--- src/rtl/uart_rxb_pkg.sv ---
package uart_rxb_pkg;
  localparam int DATA_W    = 8;
  localparam int CNT_W     = 8;
  localparam int ERR_W     = 4;
  localparam int ERR_BRK   = 3;
  localparam int CTL_EN    = 0;
  localparam int CTL_FLUSH = 1;
  localparam int STAT_FULL = 8;
  localparam int STAT_ERR  = 9;
  localparam int STAT_W    = 10;
endpackage

--- src/rtl/rxb_fifo.sv ---
module rxb_fifo #(
  parameter int DEPTH = 16,
  parameter int DW    = 8,
  localparam int PW   = $clog2(DEPTH),
  localparam int CW   = $clog2(DEPTH + 1)
) (
  input  logic          clk_i,
  input  logic          rst_ni,
  input  logic          flush_i,
  input  logic          push_i,
  input  logic          pop_i,
  input  logic [DW-1:0] wdata_i,
  output logic [DW-1:0] head_o,
  output logic [CW-1:0] count_o,
  output logic          full_o,
  output logic          empty_o
);
  logic [DW-1:0] mem [DEPTH];
  logic [PW-1:0] wptr_q, rptr_q;
  logic [CW-1:0] cnt_q;

  function automatic logic [PW-1:0] nxt(input logic [PW-1:0] p);
    return (p == PW'(DEPTH - 1)) ? '0 : p + 1'b1;
  endfunction

  always_ff @(posedge clk_i) begin
    if (push_i) mem[wptr_q] <= wdata_i;
  end

  always_ff @(posedge clk_i or negedge rst_ni) begin
    if (!rst_ni) begin
      wptr_q <= '0;
      rptr_q <= '0;
      cnt_q  <= '0;
    end else if (flush_i) begin
      wptr_q <= '0;
      rptr_q <= '0;
      cnt_q  <= '0;
    end else begin
      if (push_i) wptr_q <= nxt(wptr_q);
      if (pop_i)  rptr_q <= nxt(rptr_q);
      case ({push_i, pop_i})
        2'b10:   cnt_q <= cnt_q + 1'b1;
        2'b01:   cnt_q <= cnt_q - 1'b1;
        default: cnt_q <= cnt_q;
      endcase
    end
  end

  assign head_o  = mem[rptr_q];
  assign count_o = cnt_q;
  assign full_o  = (cnt_q == CW'(DEPTH));
  assign empty_o = (cnt_q == '0);


  no_overflow_chk: assert property (@(posedge clk_i) disable iff (!rst_ni)
    push_i |-> !full_o);

  count_bound_chk: assert property (@(posedge clk_i) disable iff (!rst_ni)
    cnt_q <= CW'(DEPTH));

  no_underflow_chk: assert property (@(posedge clk_i) disable iff (!rst_ni)
    pop_i |-> !empty_o);

  flush_clears_chk: assert property (@(posedge clk_i) disable iff (!rst_ni)
    flush_i |=> empty_o);
endmodule

--- src/rtl/rxb_err_status.sv ---
module rxb_err_status #(
  parameter int W = 4
) (
  input  logic         clk_i,
  input  logic         rst_ni,
  input  logic [W-1:0] set_i,
  input  logic         clr_i,
  output logic [W-1:0] word_o
);
  logic [W-1:0] q;

  for (genvar b = 0; b < W; b++) begin : g_bit
    always_ff @(posedge clk_i or negedge rst_ni) begin
      if (!rst_ni)       q[b] <= 1'b0;
      else if (clr_i)    q[b] <= set_i[b];
      else if (set_i[b]) q[b] <= 1'b1;
    end
  end

  assign word_o = q;


  clear_on_read_chk: assert property (@(posedge clk_i) disable iff (!rst_ni)
    (clr_i && set_i == '0) |=> word_o == '0);

  err_sticky_chk: assert property (@(posedge clk_i) disable iff (!rst_ni)
    !clr_i |=> (word_o & $past(word_o)) == $past(word_o));
endmodule

--- src/rtl/uart_rx_buffer.sv ---
module uart_rx_buffer
  import uart_rxb_pkg::*;
#(
  parameter int DEPTH = 16,
  localparam int CW   = $clog2(DEPTH + 1)
) (
  input  logic              clk_i,
  input  logic              rst_ni,
  input  logic              ctrl_we_i,
  input  logic [1:0]        ctrl_wdata_i,
  output logic [1:0]        ctrl_rdata_o,
  input  logic              rx_valid_i,
  input  logic [DATA_W-1:0] rx_data_i,
  input  logic [2:0]        rx_err_i,
  input  logic              brk_i,
  input  logic              rd_data_i,
  input  logic              rd_err_i,
  output logic [DATA_W-1:0] rdata_o,
  output logic              ready_o,
  output logic [STAT_W-1:0] fifo_stat_o,
  output logic [ERR_W-1:0]  err_stat_o,
  output logic              rx_evt_o,
  output logic              err_evt_o
);
  logic              en_q, hvld_q, rx_evt_q, err_evt_q;
  logic [DATA_W-1:0] hold_q, head, wval;
  logic [CW-1:0]     cnt;
  logic              full, empty, flush, want, clash;
  logic              f_push, f_pop, drop, empty_rd, rx_acc;

  assign flush    = ctrl_we_i & ctrl_wdata_i[CTL_FLUSH];
  assign want     = brk_i | rx_valid_i;
  assign clash    = brk_i & rx_valid_i;
  assign wval     = brk_i ? '0 : rx_data_i;
  assign f_push   = en_q & want & ~full & ~flush;
  assign f_pop    = en_q & rd_data_i & ~empty & ~flush;
  assign drop     = en_q & want & full & ~flush;
  assign empty_rd = en_q & rd_data_i & empty;
  assign rx_acc   = rx_valid_i & ~brk_i & (~en_q | (~full & ~flush));

  rxb_fifo #(.DEPTH(DEPTH), .DW(DATA_W)) u_fifo (
    .clk_i, .rst_ni,
    .flush_i (flush),
    .push_i  (f_push),
    .pop_i   (f_pop),
    .wdata_i (wval),
    .head_o  (head),
    .count_o (cnt),
    .full_o  (full),
    .empty_o (empty)
  );

  rxb_err_status #(.W(ERR_W)) u_err (
    .clk_i, .rst_ni,
    .set_i  ({brk_i, rx_err_i}),
    .clr_i  (rd_err_i),
    .word_o (err_stat_o)
  );

  always_ff @(posedge clk_i or negedge rst_ni) begin
    if (!rst_ni) begin
      en_q      <= 1'b0;
      hold_q    <= '0;
      hvld_q    <= 1'b0;
      rx_evt_q  <= 1'b0;
      err_evt_q <= 1'b0;
    end else begin
      if (ctrl_we_i) en_q <= ctrl_wdata_i[CTL_EN];
      if (!en_q && want) begin
        hold_q <= wval;
        hvld_q <= 1'b1;
      end else if (!en_q && rd_data_i) begin
        hvld_q <= 1'b0;
      end
      rx_evt_q  <= rx_acc;
      err_evt_q <= clash | drop | empty_rd;
    end
  end

  assign ctrl_rdata_o = {1'b0, en_q};
  assign ready_o      = en_q ? ~empty : hvld_q;
  assign rdata_o      = en_q ? (empty ? '0 : head) : hold_q;
  assign fifo_stat_o  = {|err_stat_o, full, full ? CNT_W'(0) : CNT_W'(cnt)};
  assign rx_evt_o     = rx_evt_q;
  assign err_evt_o    = err_evt_q;


  brk_push_chk: assert property (@(posedge clk_i) disable iff (!rst_ni)
    (en_q && brk_i && !full && !flush && !ctrl_we_i) |=> (ready_o && err_stat_o[ERR_BRK]));

  hold_ready_chk: assert property (@(posedge clk_i) disable iff (!rst_ni)
    (!en_q && !ctrl_we_i && rx_valid_i && !brk_i) |=> (ready_o && rdata_o == $past(rx_data_i)));

  empty_read_evt_chk: assert property (@(posedge clk_i) disable iff (!rst_ni)
    (en_q && rd_data_i && !ready_o) |=> err_evt_o);

  rx_evt_pulse_chk: assert property (@(posedge clk_i) disable iff (!rst_ni)
    (!rx_valid_i) |=> !rx_evt_o);
endmodule

--- config.mk ---
export PLATFORM = sky130hd
export DESIGN_NAME = uart_rx_buffer
export DESIGN_NICKNAME = d
export VERILOG_FILES = /design/src/rtl/uart_rxb_pkg.sv /design/src/rtl/rxb_fifo.sv /design/src/rtl/rxb_err_status.sv /design/src/rtl/uart_rx_buffer.sv
export SDC_FILE = /design/constraint.sdc
export NUM_CORES = 1
export LEC_CHECK = 0
export BUFFER_PORTS_ARGS = -buffer_cell sky130_fd_sc_hd__buf_2
export CORE_MARGIN = 5
export CORE_UTILIZATION = 40
export CTS_CLUSTER_DIAMETER = 120
export DETAILED_ROUTE_END_ITERATION = 8
export PLACE_DENSITY = 0.67
export SETUP_SLACK_MARGIN = 0.5
export SLEW_MARGIN = 20
export SYNTH_ARGS = -nofsm -noshare
export SYNTH_HDL_FRONTEND = slang
export SYNTH_HIERARCHICAL = 1
export SYNTH_SLANG_ARGS = --single-unit
--- constraint.sdc ---
create_clock -name clk_i -period 3.7 [get_ports clk_i]
set_input_delay 0.185 -clock clk_i [delete_from_list [all_inputs] [get_ports clk_i]]
set_output_delay 0.185 -clock clk_i [all_outputs]
set_load 0.1 [all_outputs]
# Word-level counts from Yosys, hierarchy flattened
# Memory sizes are Yosys's and may differ from the RTL's.
# Index checks and enable logic that the tools add are counted.
# word_totals
reg_bits,29
ram_bits,128
inputBits,20
out_inout_bits,27
wordCells,83
n_memories,1
# memory_table
name,depth,width,rd,rd_clocked_by_memory_dff,wr,line_no,rtl
u_fifo.mem,16,8,1,0,1,rxb_fifo.sv:18,logic [DW-1:0] mem [DEPTH];
# classes
n_addsub,4
eq_ne,5
n_mux,25
bitwise,23
reduce_logical,13
# op_table
op,count
$mux W4,6
$mux W8,3
$and A1 B1 Y1,14
$reduce_bool A2 Y1,7
$mux W1,13
$mux W5,2
$pmux W5 S2,1
$add A4 B1 Y4 const B,2
$eq A4 B4 Y1 const B,2
$add A5 B1 Y5 const B,1
$eq A5 B5 Y1 const B,1
$logic_not A5 Y1,1
$not A1 Y1,5
$sub A5 B1 Y5 const B,1
$or A1 B1 Y1,4
$reduce_or A4 Y1,1
$reduce_bool A3 Y1,1
$eq A2 B1 Y1 const B,1
$eq A2 B2 Y1 const B,1
$logic_and A1 B1 Y1,2
$logic_not A1 Y1,1

# Depth between registers and ports, before layout
# depth
ltp_word,7
depth_mapped,11
depth_no_buf,10

# By module
# Netlist, hierarchy kept.
# by_module_without_submodules
mod,n_inst,cells_per_inst,area_each_um2,seq_area_each_um2
rxb_fifo,1,341,5799.3,4169.0
uart_rx_buffer,1,73,777.0,300.3
rxb_err_status,1,9,133.9,100.1

# Worst setup path before layout
# No wires, ideal clock.
# synth_path
path_type,register to output
start,reg u_fifo.rptr_q[1]
end,out rdata_o[6]
t_arrival_ns,2.853
required_ns,3.515
slack_ns,0.662
path_stages_with_launch,9
n_path_buf,2
path_cell_list,dfrtp_1 -> and2_1 -> clkbuf_1 -> buf_2 -> a221oi_1 -> o21ai_0 -> nand2_1 -> nand2_1 -> o2bb2ai_1
# synth_between
elab_chain_cells,3
# synth_lines
element,line_no,rtl
"start, declared",rxb_fifo.sv:19,"logic [PW-1:0] wptr_q, rptr_q;"
"start signal, assigned",rxb_fifo.sv:41,if (pop_i) rptr_q <= nxt(rptr_q);
$mem_v2 Z16 W8,-,
named net head[6],uart_rx_buffer.sv:26,"logic [DATA_W-1:0] hold_q, head, wval;"
$mux W8 (2 in a row),uart_rx_buffer.sv:82,assign rdata_o = en_q ? (empty ? '0 : head) : hold_q;
"end, declared",uart_rx_buffer.sv:18,"output logic [DATA_W-1:0] rdata_o,"
# The timed path passes the listed nets, and every way through them passes these cells.

# Final worst setup path
# layout_path
start,reg u_fifo.cnt_q[1] (netlist: u_fifo/count_o[1])
end,reg u_fifo.cnt_q[4] (netlist: u_fifo/count_o[4])
# layout_between
elab_chain_cells,7
word_cells_on_any_way,15
classes_between,2 x add/sub; 3 x eq/ne; 2 x mux; 6 x bitwise; 2 x reduce/logical
# layout_lines
element,line_no,rtl
"start, declared",rxb_fifo.sv:20,logic [CW-1:0] cnt_q;
"start signal, assigned",rxb_fifo.sv:43,2'b10: cnt_q <= cnt_q + 1'b1;
"start signal, assigned",rxb_fifo.sv:44,2'b01: cnt_q <= cnt_q - 1'b1;
"start signal, assigned",rxb_fifo.sv:45,default: cnt_q <= cnt_q;
$logic_not A5 Y1 (*),rxb_fifo.sv:53,assign empty_o = (cnt_q == '0);
named net empty,uart_rx_buffer.sv:28,"logic full, empty, flush, want, clash;"
$not A1 Y1 (*),uart_rx_buffer.sv:36,assign f_pop = en_q & rd_data_i & ~empty & ~flush;
$and A1 B1 Y1 (*) (2 in a row),uart_rx_buffer.sv:36,
named net f_pop,uart_rx_buffer.sv:29,"logic f_push, f_pop, drop, empty_rd, rx_acc;"
$eq A2 B1 Y1 / $eq A2 B2 Y1 (equally long branches),rxb_fifo.sv:42,"case ({push_i, pop_i})"
$pmux W5 S2,rxb_fifo.sv:42,
$mux W5,rxb_fifo.sv:35,end else if (flush_i) begin
# Mark *: on every way through the listed nets, which the timed path passes. The rest lies on a longest branch.
# A chain may end at the register's enable or synchronous reset.

==> run_results.csv <==
group,metric,value,unit
placement,gp_congestion,0.813,
clock_tree,post-cts-setup-buffers,0,
floorplan,dieArea,0.0195,mm2
critical_path,critPathArrivalTime,3250,ps
floorplan,coreArea,0.0165,mm2
critical_path,crit_chain,"or4_1 > nor2_1 > nor3b_1 > nand2b_4 > xnor2_1 > ha_1 > o31a_1 > o32ai_1 > xnor2_1 > nor2_1",
yosys,netlist_top_cells_area,"edfxtp_1 57%, dfrtp_1 11%, mux2i_1 5.4%",
yosys,synth.largest_area_cell,"edfxtp_1",
global_routing,grt-ovfl-total,0,
route,wl,14200,um
floorplan,io_pins,47,
global_routing,grt_max_degree,40,
yosys,synthArstFlopShare,0.185,
timing,post-route-worst-setup-slack,730,ps
critical_path,crit_family,"simple AND/OR/NAND/NOR gates",
min_path,hold_path.class,"in2reg",
floorplan,rows,47,
clock_tree,cts_buffer_depth,2,
global_routing,grt_pass1_vias,3824,
critical_path,r2r_cells,10,
timing,fin_skew,7.48,ps
yosys,ys_seq_elements,157,
floorplan,die_y,140,um
yosys,synth-main-ff-cell,"edfxtp_1",
power_and_ir_drop,power.density,656,mW/mm2
critical_path,slowest_delay,770,ps
timing,slew-limit-headroom,0.319,
critical_path,worst-path-stages,10,
min_path,holdPathStages,2,
layout,multi_input_area,0.00195,mm2
clock_tree,clk_latency,410,ps
layout,drive_gt1_frac,0.240,
timing,rsz0062_at_grt,"false",
clock_tree,htreeDepth,4,
timing,layout_min_cycle_time,2970,ps
layout,area_growth,15.5,%
placement,hpwl,9510,um
critical_path,crit_slowest_cell,"nor3b_1",
layout,final_net_count,502,
timing,tightestPinTransition,1020,ps
layout,fillers,1400,
placement,pre_cts_ws,797,ps
route,drc,0,
yosys,yosys-top-cells-count,"128 x edfxtp_1, 36 x mux2i_1, 29 x dfrtp_1",
yosys,yosysWarnings,6,
layout,antennaDiodeCount,0,
run_status,status,"finished, final reports clean",
critical_path,crit_required,3980,ps
yosys,synth_top_area_frac,0.573,
yosys,syn_inst,423,
clock_tree,numCtsBuffers,17,
route,dr_total_vias,3828,
floorplan,die_w,140,um
clock_tree,cts_root_buf,"clkbuf_16",
yosys,synth_area,0.00671,mm2
yosys,synth-seq-area-share,0.681,
clock_tree,cts_tree,"built",
route,dr.first_iter.drc_count,371,
global_routing,grt_pass1_wl,22500,um
layout,seq_area,0.00457,mm2
critical_path,worstSetupEndpointType,"flop",
global_routing,grt_usage,0.153,
power_and_ir_drop,leakage,2.79,nW
timing,fmax,0.337,GHz
timing,hold_viol_final,0,
floorplan,start_util,0.406,
route,firstDrtPassIters,5,
timing,finalCritPeriodShare,0.803,
timing,fin_setup_tns,0,ps
timing,hold_slack,71.2,ps
clock_tree,clkSinkCount,157,
yosys,synth.most_common_cell,"edfxtp_1",
yosys,synth.distinct_cells,49,
route,avgViaCountPerCell,5.41,
run,maxCapViolCount,0,
placement,port_buffers,42,
yosys,syn_area_per_cell,15.9,um2
timing,slew_viol_final,0,
critical_path,path_class,"reg2reg",
power_and_ir_drop,ir_drop,0.367,mV
route,routedWlPerCell,20.1,um
timing,setup_viol,0,
route,antenna_left,0,
critical_path,crit_buf_inv,0,
yosys,synth_edf_count,128,
critical_path,cp_max_fo,8,
power_and_ir_drop,finalPower,5.09,mW
clock_tree,cts.clk_slew.worst_paths,60,ps
layout,final_util,0.469,
global_routing,antenna_found_initial,0,
critical_path,critPathLaunchType,"flop",
-- power by group --
part	total (mW)	internal, mW	switching, mW
Clock	1.62	0.978	0.638
Combinational	1.36	0.418	0.943
Sequential	2.11	2.01	0.104
Total	5.09	3.40	1.68
-- through the flow --
stage	cell area, um2	instances
floorplan	6720	426
global placement	7120	670
detailed placement	7120	670
CTS	7720	708
global route	7750	708
finish	7750	708
-- kinds of logic after synthesis --
| logic type | Yosys count | share of synthesized area |
|---|---|---|
| flops | 157 | 0.681 |
| fa+ha+maj | 7 | 0.0131 |
| other cells | 1 | 0.000559 |
| simple gates | 85 | 0.0632 |
| xor+xnor | 5 | 0.00653 |
| compound gates | 71 | 0.0779 |
| buf+inv | 37 | 0.0324 |
| mux | 60 | 0.125 |
-- flip-flops by register name (all words and copies together) (netlist names) --
name / flops
u_err/word_o: 4
err_evt_o: 1
u_fifo/count_o: 5
rx_evt_o: 1
en_q: 1
hold_q: 8
u_fifo/rptr_q: 4
u_fifo/mem: 128
hvld_q: 1
u_fifo/wptr_q: 4
-- placed cells by master, fill, tap and decap left out, types with 2 or more instances in the layout --
cell	count
a21o_1	6
a21oi_1	7
a221oi_1	16
a22o_1	7
a22oi_1	8
a311oi_1	2
a31oi_1	2
and2_1	3
buf_2	41
buf_4	9
clkbuf_1	6
clkbuf_16	18
clkinv_2	5
conb_1	4
dfrtp_1	28
dlygate4sd3_1	6
edfxtp_1	128
ha_1	7
inv_1	7
mux2_4	8
mux2i_1	36
mux4_2	16
nand2_1	20
nand2b_1	5
nor2_1	27
nor2b_1	8
nor2b_2	7
nor3_1	5
o21ai_0	12
o21ai_1	2
or3_1	2
or4_1	3
xnor2_1	3
xor2_1	2
-- worst paths after layout --
| path | start | endpoint | slack (ps) |
|---|---|---|---|
| worst max-delay path | u_fifo/count_o[1]$_DFFE_PN0P_ | u_fifo/count_o[4]$_DFFE_PN0P_ | 730 |
| worst min-delay path | rx_valid_i | rx_evt_o$_DFF_PN0_ | 70 |
| worst max register to register | u_fifo/count_o[1]$_DFFE_PN0P_ | u_fifo/count_o[4]$_DFFE_PN0P_ | 730 |
| worst min register to register | hvld_q$_DFFE_PN0P_ | hvld_q$_DFFE_PN0P_ | 480 |
| max in group asynchronous | rst_ni | u_fifo/rptr_q[0]$_DFFE_PN0P_ | 2760 |
| min in group asynchronous | rst_ni | err_evt_o$_DFF_PN0_ | 410 |
-- cell type report --
cell class,instances,area share
sequential,157,0.590
multi-input combinational,232,0.252
clock buffer,25,0.0628
timing repair buffer,58,0.0465
tap,220,0.0355
clock inverter,7,0.00791
inverter,9,0.00501
-- worst reg2reg max path, cell delays in order, from the launching register on --
cell and delay [ps]:
dfrtp_1 470, or4_1 190, nor2_1 80, nor3b_1 770, nand2b_4 170, xnor2_1 170
ha_1 230, o31a_1 250, o32ai_1 280, xnor2_1 170, nor2_1 50
-- routing by layer --
metal,wire length [um],global-route usage
met5,0,0
met4,189,0.0469
met3,750,0.0340
met2,6850,0.233
met1,6430,0.220
-- timing repair --
action                     in CTS  in global routing
resized for setup               0                  2
hold buffers                    6                  0
setup endpoints to repair       0                  5
hold endpoints to repair       33                  0
(Power assumes the default switching activity.)
